File: config.mk
export PLATFORM = sky130hd
export DESIGN_NAME = pwm_period_timer
export DESIGN_NICKNAME = d
export VERILOG_FILES = /design/src/rtl/pwm_tmr_pkg.sv /design/src/rtl/pwm_tick_gen.sv /design/src/rtl/pwm_up_counter.sv /design/src/rtl/pwm_shadow_regs.sv /design/src/rtl/pwm_match_bank.sv /design/src/rtl/pwm_period_timer.sv
export SDC_FILE = /design/constraint.sdc
export NUM_CORES = 1
export LEC_CHECK = 0
export BUFFER_PORTS_ARGS = -buffer_cell sky130_fd_sc_hd__buf_2
export CAP_MARGIN = 20
export CORE_ASPECT_RATIO = 0.5
export CORE_MARGIN = 2
export CORE_UTILIZATION = 42
export DETAILED_ROUTE_END_ITERATION = 8
export GPL_ROUTABILITY_DRIVEN = 0
export PLACE_DENSITY_LB_ADDON = 0.3
export SETUP_SLACK_MARGIN = 0.4
export SLEW_MARGIN = 25
export SYNTH_ARGS = -nofsm -noshare
export SYNTH_HDL_FRONTEND = slang
export SYNTH_HIERARCHICAL = 1
export SYNTH_SLANG_ARGS = --single-unit
File: constraint.sdc
create_clock -name clk -period 3.5 [get_ports clk]
set_input_delay 1.05 -clock clk [delete_from_list [all_inputs] [get_ports clk]]
set_output_delay 1.05 -clock clk [all_outputs]
set_load 0.05 [all_outputs]
File: src/rtl/pwm_tmr_pkg.sv
// Package: shared encodings for the PWM period timer.
// Assumes: access size codes come from the register port unchanged.
package pwm_tmr_pkg;

    typedef enum logic [1:0] {
        SZ_BYTE  = 2'b00,
        SZ_HALF  = 2'b01,
        SZ_WORD  = 2'b10,
        SZ_WORDX = 2'b11
    } wr_size_e;

    // True when an access size is wide enough to be accepted.
    function automatic logic size_ok(input logic [1:0] sz);
        return sz != SZ_BYTE;
    endfunction

endpackage

File: src/rtl/pwm_tick_gen.sv
// Module: pwm_tick_gen
// Produces a single-cycle count enable every 2**div_sel cycles while run is high.
// Assumes: the divider state is cleared whenever run is low, so the first
// enable after start arrives a full divide interval after run rises.
module pwm_tick_gen #(
    parameter int DIV_W = 2,
    localparam int PRE_W = (1 << DIV_W) - 1
) (
    input  logic             clk,
    input  logic             rst_n,
    input  logic             run,
    input  logic [DIV_W-1:0] div_sel,
    output logic             tick
);

    logic [PRE_W-1:0] pre_q;
    logic [PRE_W-1:0] mask;

    // Build the low-bit mask for the chosen ratio.
    always_comb begin
        for (int b = 0; b < PRE_W; b++) begin
            mask[b] = (b < int'(div_sel));
        end
    end

    // Enable fires when all masked divider bits are set.
    assign tick = run && ((pre_q & mask) == mask);

    // Advance the divider while running, clear it while stopped.
    always_ff @(posedge clk) begin
        if (!rst_n || !run) begin
            pre_q <= '0;
        end else begin
            pre_q <= pre_q + 1'b1;
        end
    end

endmodule

File: src/rtl/pwm_up_counter.sv
// Module: pwm_up_counter
// Up-counter that clears to zero on the step where it equals the period.
// Assumes: tick already includes the run qualifier.
module pwm_up_counter #(
    parameter int CNT_W = 16
) (
    input  logic             clk,
    input  logic             rst_n,
    input  logic             tick,
    input  logic [CNT_W-1:0] period,
    output logic [CNT_W-1:0] count,
    output logic             wrap
);

    // Wrap is the count step taken at the period value.
    assign wrap = tick && (count == period);

    // Step or clear the counter on each enabled cycle.
    always_ff @(posedge clk) begin
        if (!rst_n) begin
            count <= '0;
        end else if (wrap) begin
            count <= '0;
        end else if (tick) begin
            count <= count + 1'b1;
        end
    end

endmodule

File: src/rtl/pwm_shadow_regs.sv
// Module: pwm_shadow_regs
// Active and shadow copies of the compare registers plus the period register.
// Every accepted write refreshes the shadow copy. The active copy takes the
// write at once unless the register is in buffered mode, in which case it
// loads from the shadow copy on the wrap step.
// Assumes: address N_CMP is the period register; 0..N_CMP-1 are compares.
module pwm_shadow_regs #(
    parameter int CNT_W   = 16,
    parameter int N_CMP   = 4,
    parameter int PM_REGS = 2,
    parameter int ADDR_W  = 3
) (
    input  logic                        clk,
    input  logic                        rst_n,
    input  logic                        run,
    input  logic                        power_mode,
    input  logic [N_CMP-1:0]            buf_en,
    input  logic                        wr_en,
    input  logic [1:0]                  wr_size,
    input  logic [ADDR_W-1:0]           wr_addr,
    input  logic [CNT_W-1:0]            wr_data,
    input  logic                        load,
    output logic [N_CMP-1:0][CNT_W-1:0] cmp_act,
    output logic [CNT_W-1:0]            per_act
);

    import pwm_tmr_pkg::*;

    localparam int N_REG = N_CMP + 1;

    logic [N_REG-1:0][CNT_W-1:0] act_q;
    logic [N_REG-1:0][CNT_W-1:0] shd_q;
    logic [N_REG-1:0]            buf_cfg;
    logic [N_REG-1:0]            wr_hit;

    for (genvar i = 0; i < N_REG; i++) begin : g_reg
        // Select the buffering policy for this register.
        if (i == N_CMP) begin : g_per
            assign buf_cfg[i] = 1'b1;
        end else if (i < PM_REGS) begin : g_pm
            assign buf_cfg[i] = power_mode || buf_en[i];
        end else begin : g_plain
            assign buf_cfg[i] = buf_en[i];
        end

        // Decode an accepted write to this register.
        assign wr_hit[i] = wr_en && size_ok(wr_size) && (wr_addr == ADDR_W'(i));

        // Refresh the shadow copy on every accepted write.
        always_ff @(posedge clk) begin
            if (!rst_n) begin
                shd_q[i] <= '0;
            end else if (wr_hit[i]) begin
                shd_q[i] <= wr_data;
            end
        end

        // Update the active copy directly or from the shadow on wrap.
        always_ff @(posedge clk) begin
            if (!rst_n) begin
                act_q[i] <= '0;
            end else if (wr_hit[i] && !(run && buf_cfg[i])) begin
                act_q[i] <= wr_data;
            end else if (load && buf_cfg[i]) begin
                act_q[i] <= shd_q[i];
            end
        end

        if (i < N_CMP) begin : g_cmp_out
            assign cmp_act[i] = act_q[i];
        end
    end

    assign per_act = act_q[N_CMP];

endmodule

File: src/rtl/pwm_match_bank.sv
// Module: pwm_match_bank
// One equality comparator per compare register, qualified by the count step.
// Assumes: tick is low whenever the timer is stopped.
module pwm_match_bank #(
    parameter int CNT_W = 16,
    parameter int N_CMP = 4
) (
    input  logic                        tick,
    input  logic [CNT_W-1:0]            count,
    input  logic [N_CMP-1:0][CNT_W-1:0] cmp_act,
    output logic [N_CMP-1:0]            match
);

    for (genvar i = 0; i < N_CMP; i++) begin : g_cmp
        // Pulse when this compare value equals the count on a step.
        assign match[i] = tick && (count == cmp_act[i]);
    end

endmodule

File: src/rtl/pwm_period_timer.sv
// Module: pwm_period_timer (top)
// Up-counting PWM period timer with double-buffered period and compare
// registers, a register read/write port and a divided count enable.
// Assumes: register reads are combinational; writes take effect at the clock.
module pwm_period_timer #(
    parameter int CNT_W   = 16,
    parameter int N_CMP   = 4,
    parameter int PM_REGS = 2,
    parameter int DIV_W   = 2,
    parameter int ADDR_W  = $clog2(N_CMP + 1)
) (
    input  logic              clk,
    input  logic              rst_n,
    input  logic              run_i,
    input  logic [DIV_W-1:0]  div_sel_i,
    input  logic              power_mode_i,
    input  logic [N_CMP-1:0]  buf_en_i,
    input  logic              wr_en_i,
    input  logic [1:0]        wr_size_i,
    input  logic [ADDR_W-1:0] wr_addr_i,
    input  logic [CNT_W-1:0]  wr_data_i,
    input  logic [ADDR_W-1:0] rd_addr_i,
    output logic [CNT_W-1:0]  rd_data_o,
    output logic [CNT_W-1:0]  count_o,
    output logic [N_CMP-1:0]  match_o,
    output logic              period_match_o
);

    logic                        tick;
    logic                        wrap;
    logic [CNT_W-1:0]            per_act;
    logic [N_CMP-1:0][CNT_W-1:0] cmp_act;

    pwm_tick_gen #(.DIV_W(DIV_W)) u_tick (
        .clk     (clk),
        .rst_n   (rst_n),
        .run     (run_i),
        .div_sel (div_sel_i),
        .tick    (tick)
    );

    pwm_up_counter #(.CNT_W(CNT_W)) u_cnt (
        .clk    (clk),
        .rst_n  (rst_n),
        .tick   (tick),
        .period (per_act),
        .count  (count_o),
        .wrap   (wrap)
    );

    pwm_shadow_regs #(
        .CNT_W   (CNT_W),
        .N_CMP   (N_CMP),
        .PM_REGS (PM_REGS),
        .ADDR_W  (ADDR_W)
    ) u_regs (
        .clk        (clk),
        .rst_n      (rst_n),
        .run        (run_i),
        .power_mode (power_mode_i),
        .buf_en     (buf_en_i),
        .wr_en      (wr_en_i),
        .wr_size    (wr_size_i),
        .wr_addr    (wr_addr_i),
        .wr_data    (wr_data_i),
        .load       (wrap),
        .cmp_act    (cmp_act),
        .per_act    (per_act)
    );

    pwm_match_bank #(.CNT_W(CNT_W), .N_CMP(N_CMP)) u_match (
        .tick    (tick),
        .count   (count_o),
        .cmp_act (cmp_act),
        .match   (match_o)
    );

    assign period_match_o = wrap;

    // Return the active value of the addressed register, zero if unmapped.
    always_comb begin
        rd_data_o = '0;
        if (rd_addr_i == ADDR_W'(N_CMP)) begin
            rd_data_o = per_act;
        end
        for (int i = 0; i < N_CMP; i++) begin
            if (rd_addr_i == ADDR_W'(i)) begin
                rd_data_o = cmp_act[i];
            end
        end
    end

endmodule

==> results by group <==
Yosys
  – Yosys warning total: 6
  – Main synth FF type: dfxtp_1
  – EDFF count, synth: 0
  – Post-Syn Instances: ~1100
  – Synth cell types: 50
  – Asr flop ratio synth: 0%
  – Syn_nets: between 1000 and 1500
  – Post-synthesis sequential area ratio: a little under two fifths
  – Yosys reg bits: 179
  – Cell area after synthesis: about 0.0096 mm2
  – Mean area per synthesized cell: 8.80 um2

Global routing
  – Initial antenna violation count: 0
  – First-pass GRT wire length: between 50 and 60 mm
  – Largest net degree at the start of global routing: between 60 and 70
  – GRT overflow: 0
  – Number of global-route vias before repair: between 8000 and 9000
  – Tot GR Track Use: between 20% and 30%

Drt
  – Final WL: around 36 mm
  – Detailed-routed wire length on met2: 15.6 mm
  – Avg Vias per Cell: 6.46
  – Initial DRT Pass Iterations: 6
  – WL met3: around 4.0 mm
  – DR top layer: met4
  – Starting DRT DRC Count: roughly 1200
  – Drt wl/cell: 25.0 um
  – M1 WL: between 15 and 20 mm
  – Vias: just over 9000
  – Drt drc: 0
  – Remaining antenna violation count: 0

Power and ir drop
  – Switching power: between 1 and 1.5 mW
  – Post-layout total power: approximately 4.9 mW
  – Sequential Power Share: a little over two fifths
  – PD cells: ~420 mW/mm2
  – Logic gate share of total power: between 10% and 20%
  – Clock share of power: 43.2%
  – Sw frac: 27.6%
  – Max IR drop VDD: between 0.0002 and 0.00025 V
  – Leakage: ~4.4 nW
  – Internal Power: around 3.5 mW

Final layout
  – Design area: 0.0117 mm2
  – Register area: approximately 0.0036 mm2
  – Total Nets Final: around 1200
  – Fillers: ~1900
  – Multi-input logic area: ~0.0058 mm2
  – Share of cells above drive strength 1: approximately 26%
  – Synth-to-Final Area Change: 22.3%
  – Util after Layout: between 50% and 60%
  – Ant diodes: 0
  – Layout Cells excl Fill: 1442

Clock network
  – TritonCTS clock tree: done
  – CTS sink count: between 150 and 200
  – Root Driver: clkbuf_16
  – Inserted Clock Buffers: 17
  – CTS Hold Bufs: 0
  – Skew-Pair Late Insertion Delay: 0.44 ns
  – Htree depth: 4
  – CTS max path bufs: 2
  – Worst-path clk slew: 0.07 ns

Setup path
  – CP Launch Type: flip-flop
  – Crit-path max FO: 5
  – Data required, critical path: between 2 and 2.5 ns
  – Crit. End Element: output port
  – CP Data Arrival Time: roughly 2.2 ns
  – Setup CP Type: reg2out

Floorplanning
  – Core area: 0.0220 mm2
  – Die H: about 110 um
  – Initial Util: 43.5%
  – Die area: 0.0241 mm2
  – Row Count: 38
  – Die W: 218 um
  – I/O pin total: just over 70

Outcome
  – Status: finished clean

Timing
  – Clock Skew: between 0.01 and 0.015 ns
  – Final Slew Violations: 0
  – Fin crit period: 3.24 ns
  – Fmax: ~310 MHz
  – Least-Margin Pin Slew: 0.861 ns
  – Slew margin rel.: 42.6%
  – Hold Violations, Final: 0
  – RSZ-0062 raised after global routing: true
  – Endpoints failing setup: 0
  – Final worst-path cycle share: a little over 90%
  – Final setup TNS: 0 ns

Flow run
  – Number of max-cap violations: 0

Placed design
  – DP HPWL: 24.5 mm
  – Cells after DPL: 1400
  – Port bufs: 71
  – Area after DPL: between 0.01 and 0.015 mm2

Min path
  – Hold WC Path Type: reg2reg
-- path summary, 6_finish.rpt --
check	startpoint	endpoint	slack, ns	cells past startpoint
worst max-delay path	u_cnt/count[0]	period_match_o	0.26	5
worst min-delay path	u_regs/shd_q[38]	u_regs/shd_q[38]	0.46	2
worst max register to register	u_cnt/count[0]	u_regs/cmp_act[4]	0.56	10
worst min register to register	u_regs/shd_q[38]	u_regs/shd_q[38]	0.46	2
-- worst max-delay path, cell delays in order, from the launching register on --
cell	delay, ns
dfxtp_1	0.53
xor2_1	0.13
nor4_1	0.29
nand2_1	0.22
nor4_4	0.38
buf_6	0.21
-- cell type report --
cell class              instances  area share [%]
inverters                       2          0.0748
multi-input cells             789            49.8
flip-flops and latches        179            30.7
clock inverters                13            1.67
well taps                     300            3.21
clock buffers                  19            3.87
repair buffers                140            10.7
-- power groups by stage --
| stage | Combinational, mW | Sequential [mW] | Clock (mW) |
|---|---|---|---|
| global route | 0.684 | 2.13 | 2.22 |
| CTS | 0.629 | 2.12 | 2.13 |
| finish | 0.658 | 2.13 | 2.12 |
| floorplan | 0.407 | 2.15 | 0 |
| global placement | 0.563 | 2.17 | 0 |
| detailed placement | 0.571 | 2.17 | 0 |
-- flip-flops by register name, indices dropped and copies added, names as in the netlist --
signal,flops
u_cnt/count,16
u_regs/cmp_act,64
u_regs/per_act,16
u_regs/shd_q,80
u_tick/pre_q,3
-- stage by stage --
stage / worst slack, ns / hold slack, ns
2_1_floorplan: 0.113 / 0.418
4_1_cts: 0.240 / 0.461
3_3_place_gp: 0.142 / 0.440
3_5_place_dp: 0.146 / 0.449
5_1_grt: 0.206 / 0.485
6_report: 0.261 / 0.462
-- cells by family after synthesis --
logic type / Yosys count / share of synthesized area (%)
xor+xnor: 96 / 8.78
simple gates: 373 / 18.7
mux: 113 / 12.0
flops: 179 / 37.4
fa+ha+maj: 2 / 0.261
compound gates: 204 / 17.0
buf+inv: 121 / 5.76
-- metal layers --
layer / up-vias / global-route usage [%]
li1: 4052 / -
met1: 4546 / 40.9
met2: 603 / 42.5
met3: 116 / 7.24
met4: 0 / 12.6
met5: - / 0
-- cells in the final DEF (no fill, tap or decap), types with 39 or more instances in the layout --
cell type	instances
a21oi_1	48
buf_2	45
buf_4	56
dfxtp_1	170
mux2i_1	94
nand2_1	108
nand3_1	39
nand4_1	52
nor2_1	80
xnor2_1	62
-- Yosys cell counts, types with 4 or more instances --
cell         n  area [um2]
buf_1        6        22.5
buf_6        8        90.1
o21ai_0     17        85.1
clkbuf_1    87         327
a21oi_1     49         245
nand2_1    111         417
nand4_1     52         325
nor4_2       4        50.1
xor2_1      34         298
mux2i_1     97         971
o22a_1      16         140
nor3_1      36         180
mux2_2      16         180
o2bb2ai_1   18         158
xnor2_1     62         543
dfxtp_1    179        3580
nor4_1       7        43.8
a311oi_1    32         280
buf_2       13        65.1
nand3_1     51         255
nor2_1      87         327
a221oi_1    12         105
a221oi_2    20         300
o31ai_1     32         240
-- repair_timing --
action | in CTS | in global routing
hold endpoints to repair | 0 | 0
buffers inserted | 4 | 2
cloned | 4 | 0
resized for setup | 96 | 24
setup endpoints to repair | 21 | 21
pin swaps | 21 | 8
No activity file was read; power rests on OpenSTA's default activity.
